===== config.mk =====
export PLATFORM = sky130hd
export DESIGN_NAME = vbus_supervisor
export DESIGN_NICKNAME = d
export VERILOG_FILES = /design/src/rtl/vsup_pkg.sv /design/src/rtl/vsup_ov_timer.sv /design/src/rtl/vsup_fsm.sv /design/src/rtl/vsup_pulse.sv /design/src/rtl/vbus_supervisor.sv
export SDC_FILE = /design/constraint.sdc
export NUM_CORES = 1
export LEC_CHECK = 0
export BUFFER_PORTS_ARGS = -buffer_cell sky130_fd_sc_hd__buf_4
export CORE_MARGIN = 1.5
export CORE_UTILIZATION = 49
export CTS_CLUSTER_DIAMETER = 60
export DETAILED_ROUTE_END_ITERATION = 16
export GPL_TIMING_DRIVEN = 0
export MAX_ROUTING_LAYER = met4
export PLACE_DENSITY = 0.71
export SYNTH_ARGS = -nofsm -noshare
export SYNTH_HDL_FRONTEND = slang
export SYNTH_HIERARCHICAL = 1
export SYNTH_SLANG_ARGS = --single-unit
export TNS_END_PERCENT = 30

===== constraint.sdc =====
create_clock -name clk -period 2.05 [get_ports clk]
set_clock_uncertainty 0.1 [all_clocks]
set_input_delay 0.5125 -clock clk [delete_from_list [all_inputs] [get_ports clk]]
set_output_delay 0.5125 -clock clk [all_outputs]
set_load 0.02 [all_outputs]

===== src/rtl/vsup_pkg.sv =====
package vsup_pkg;

    typedef enum logic [2:0] {
        ST_POWER_OFF    = 3'd0,
        ST_WAIT_RELEASE = 3'd1,
        ST_DETECT       = 3'd2,
        ST_ON           = 3'd3,
        ST_OV_TRANSIENT = 3'd4,
        ST_OV_LATCHED   = 3'd5
    } vsup_state_e;

    typedef struct packed {
        logic ov;
        logic uv;
        logic rel;
        logic conn;
    } vsup_flags_t;

    typedef struct packed {
        logic clr;
        logic det;
    } vsup_pulse_t;

    // recovery window length in cycles, never below one
    function automatic int win_cycles(input int mhz, input int us);
        int w;
        w = mhz * us;
        return (w < 1) ? 1 : w;
    endfunction

endpackage


===== src/rtl/vsup_ov_timer.sv =====
module vsup_ov_timer #(
    parameter int WIN = 10,
    localparam int CW = $clog2(WIN + 1)
) (
    input  logic clk,
    input  logic rst,
    input  logic run,
    output logic expire
);
    logic [CW-1:0] cnt;

    assign expire = run && (cnt == CW'(WIN - 1));

    always_ff @(posedge clk) begin
        if (rst || !run) begin
            cnt <= '0;
        end else if (!expire) begin
            cnt <= cnt + 1'b1;
        end
    end
endmodule


===== src/rtl/vsup_fsm.sv =====
module vsup_fsm
    import vsup_pkg::*;
(
    input  logic        clk,
    input  logic        rst,
    input  vsup_flags_t fl,
    input  logic        expire,
    output vsup_state_e st,
    output vsup_state_e nxt
);
    always_comb begin
        nxt = st;
        if (fl.uv) begin
            nxt = ST_POWER_OFF;
        end else begin
            unique case (st)
                ST_POWER_OFF:    nxt = ST_WAIT_RELEASE;
                ST_WAIT_RELEASE: if (fl.rel) nxt = ST_DETECT;
                ST_DETECT: begin
                    if (fl.ov)        nxt = ST_OV_TRANSIENT;
                    else if (fl.conn) nxt = ST_ON;
                end
                ST_ON:           if (fl.ov) nxt = ST_OV_TRANSIENT;
                ST_OV_TRANSIENT: begin
                    if (!fl.ov)      nxt = ST_DETECT;
                    else if (expire) nxt = ST_OV_LATCHED;
                end
                ST_OV_LATCHED:   nxt = ST_OV_LATCHED;
                default:         nxt = ST_POWER_OFF;
            endcase
        end
    end

    always_ff @(posedge clk) begin
        if (rst) st <= ST_POWER_OFF;
        else     st <= nxt;
    end
endmodule


===== src/rtl/vsup_pulse.sv =====
module vsup_pulse
    import vsup_pkg::*;
(
    input  logic        clk,
    input  logic        rst,
    input  vsup_state_e st,
    input  vsup_state_e nxt,
    output vsup_pulse_t pq
);
    always_ff @(posedge clk) begin
        if (rst) begin
            pq.clr <= 1'b1;
            pq.det <= 1'b0;
        end else begin
            pq.clr <= (nxt == ST_POWER_OFF) && (st != ST_POWER_OFF);
            pq.det <= (st == ST_WAIT_RELEASE) && (nxt == ST_DETECT);
        end
    end
endmodule


===== src/rtl/vbus_supervisor.sv =====
module vbus_supervisor
    import vsup_pkg::*;
#(
    parameter int CLK_MHZ   = 100,
    parameter int WINDOW_US = 10
) (
    input  logic clk,
    input  logic rst,
    input  logic vbus_ov,
    input  logic vbus_uv,
    input  logic vbus_rel,
    input  logic conn_ok,
    output logic path_en,
    output logic conn_clear,
    output logic detect_go
);
    localparam int WIN = win_cycles(CLK_MHZ, WINDOW_US);

    vsup_flags_t fl;
    vsup_state_e st;
    vsup_state_e nxt;
    vsup_pulse_t pq;
    logic        ov_run;
    logic        ov_expire;

    assign fl     = '{ov: vbus_ov, uv: vbus_uv, rel: vbus_rel, conn: conn_ok};
    assign ov_run = (st == ST_OV_TRANSIENT) && fl.ov && !fl.uv;

    vsup_ov_timer #(.WIN(WIN)) u_timer (
        .clk    (clk),
        .rst    (rst),
        .run    (ov_run),
        .expire (ov_expire)
    );

    vsup_fsm u_fsm (
        .clk    (clk),
        .rst    (rst),
        .fl     (fl),
        .expire (ov_expire),
        .st     (st),
        .nxt    (nxt)
    );

    vsup_pulse u_pulse (
        .clk (clk),
        .rst (rst),
        .st  (st),
        .nxt (nxt),
        .pq  (pq)
    );

    assign path_en    = (st == ST_ON) && !fl.ov && !fl.uv;
    assign conn_clear = pq.clr;
    assign detect_go  = pq.det;
endmodule


==> flow_metrics.env <==
export IMPL_grt_pass1_wl_um=2770
export IMPL_p_leak_nw=0.327
export IMPL_tns_ns=0
export IMPL_setup_violations=0
export IMPL_fmax_ghz=0.497
export IMPL_switchingPower_mw=0.119
export IMPL_diodes=0
export IMPL_viasPerCell=6.40
export IMPL_vias=768
export IMPL_period_share_pct=98.1
export IMPL_synth_top_flop_cell="dfxtp_1"
export IMPL_power_frac_comb_pct=6.8
export IMPL_syn_area_per_cell_um2=8.77
export IMPL_holdBufCountCts=0
export IMPL_io_pins=9
export IMPL_synth_warnings=6
export IMPL_ys_types=37
export IMPL_hold_class="input pin to flip-flop"
export IMPL_groute_usage_overall_pct=20.3
export IMPL_finalHoldViolations=0
export IMPL_crit_type="flip-flop to flip-flop"
export IMPL_clockBufferDepth=2
export IMPL_cts_root_buffer="clkbuf_4"
export IMPL_whs_ns=0.331
export IMPL_status="complete, no violations"
export IMPL_drc=0
export IMPL_fin_crit_ns=2.01
export IMPL_synthCells=89
export IMPL_yosysSeqAreaShare_pct=38.5
export IMPL_start_util_pct=51.8
export IMPL_crit_path_max_fanout=6
export IMPL_tightest_slew_ns=0.288
export IMPL_htreeDepth=1
export IMPL_die_y_um=42.9
export IMPL_seqPwrFrac_pct=59.7
export IMPL_dp_hpwl_um=1140
export IMPL_overflow=0
export IMPL_grt_pass1_vias=628
export IMPL_place_congestion=0.830
export IMPL_pwr_share_clk_pct=33.5
export IMPL_slew_violations=0
export IMPL_io_buffer_count=8
export IMPL_cp_required_ns=2.13
export IMPL_final_nets=112
export IMPL_fin_util_pct=63.7
export IMPL_firstDrtPassIters=4
export IMPL_grt_max_degree=12
export IMPL_die_area_um2=1840
export IMPL_synth_seq_cells=15
export IMPL_drive_gt1_share_pct=32.7
export IMPL_ant_nets=0
export IMPL_p_per_area_nw_per_um2=522
export IMPL_slew_headroom_pct=80.6
export IMPL_mostFrequentLayoutCells="11 x buf_4, 11 x dfxtp_1, 7 x a21oi_1"
export IMPL_peakVddDrop_uv=366
export IMPL_synth_fp_nets=96
export IMPL_core_area_um2=1510
export IMPL_drt_first_iter_violations=19
export IMPL_grt_antenna_before_repair=0
export IMPL_swShare_pct=23.7
export IMPL_insertion_delay_ns=0.28
export IMPL_cap_violations=0
export IMPL_cts_tree="done"
export IMPL_synth_edf_count=0
export IMPL_fin_cells=120
export IMPL_die_w_um=42.9
export IMPL_crit_path_start_kind="flip-flop"
export IMPL_detail_route_wl_per_cell_um=15.0
export IMPL_rsz0062_at_grt="true"
export IMPL_cp_arrival_ns=2.09
export IMPL_cts_clk_slew_worst_paths_ns=0.09
export IMPL_numCtsBuffers=3
export IMPL_num_rows=14
export IMPL_synthesis_area_um2=781
export IMPL_synth_async_reset_ratio_pct=0
export IMPL_totalWireLength_um=1800
export IMPL_clkSinkCount=15
export IMPL_internal_power_mw=0.382
export IMPL_area_growth_syn_to_layout_pct=22.9
export IMPL_dpl_cell_count=113
export IMPL_crit_path_end_kind="flip-flop"
[worst max-delay path: stages, from the launching register on]
cell and delay, ns:
dfxtp_4 0.39, nand2_4 0.06, nor4_4 0.29, and2_4 0.20
nand3_2 0.08, inv_2 0.06, a21oi_2 0.04, o21a_1 0.21
nor3_2 0.20, nor4_1 0.08, and4_1 0.19
[per-stage QoR]
stage	setup slack (ns)	instance area [µm²]	total power, mW
floorplan	0.0213	796	0.319
global placement	-0.308	876	0.337
detailed placement	-0.299	876	0.338
CTS	0.0535	913	0.510
global route	-0.0367	960	0.521
finish	0.0394	960	0.501
[synth_stat cells, drive strengths merged (2+ instances only)]
cell	n	area share [%]
or3	3	2.6
or4	2	1.9
o31ai	3	2.9
nor4	5	4.8
o21a	2	1.9
nand3	5	3.2
nand4	3	3.2
nand2	6	2.9
o21ai	5	3.2
and4	2	2.4
nor3	6	3.8
and4bb	2	3.2
nor2	3	1.4
dfxtp	15	38
inv	3	1.4
a21oi	8	5.1
[cell families (layout without fill, tap and decap cells)]
logic type	count (synthesis)	after routing	synth area share, %
DFF	15	15	38.5
xor gates and xnor gates	1	1	1.12
adders and majority gates	1	1	1.60
buffers and inverters	4	19	2.88
and+or+nand+nor	44	44	36.4
AOI/OAI and AO/OA	24	24	19.6
[registers in the layout, summed over array words and instances, names as in the netlist]
register	cells
u_pulse/pq	2
u_fsm/st	3
u_timer/cnt	10
[power by group through the flow]
stage | combinational (mW) | sequential (mW) | clock [mW]
2_1_floorplan | 0.0120 | 0.307 | 0
3_3_place_gp | 0.0309 | 0.306 | 0
3_5_place_dp | 0.0311 | 0.306 | 0
4_1_cts | 0.0323 | 0.300 | 0.178
5_1_grt | 0.0362 | 0.300 | 0.185
6_report | 0.0339 | 0.299 | 0.168
[layout make-up]
class	count	area, µm²
Fill cell	128	547
Clock inverter	1	5.00
Tap cell	16	20.0
Buffer	1	11.3
Multi-Input combinational cell	70	499
Timing Repair Buffer	11	82.6
Clock buffer	3	22.5
Sequential cell	15	308
Inverter	3	11.3
[per-layer routing]
metal	routed length [µm]	track usage [%]	vias to the layer above
met5	0	-	-
met4	18	11.3	0
met3	46	2.55	2
met2	855	28.5	17
met1	875	28.1	369
li1	-	-	380
[path summary, 6_finish.rpt]
| check | start | endpoint | slack (ns) | cells past startpoint |
|---|---|---|---|---|
| worst max register to register | u_fsm/st[2] | u_pulse/pq[0] | 0.04 | 10 |
| worst min register to register | u_timer/cnt[1] | u_timer/cnt[1] | 0.42 | 2 |
| worst max-delay path | u_fsm/st[2] | u_pulse/pq[0] | 0.04 | 10 |
| worst min-delay path | rst | u_fsm/st[0] | 0.33 | 2 |
[what timing repair did]
| item | in CTS | in global routing |
|---|---|---|
| endpoints found under the setup margin | 1 | 1 |
| hold endpoints to repair | 0 | 0 |
| buffers inserted | 0 | 3 |
| pin swaps | 0 | 6 |
| resized for setup | 4 | 9 |
No activity file was read; power rests on OpenSTA's default activity.
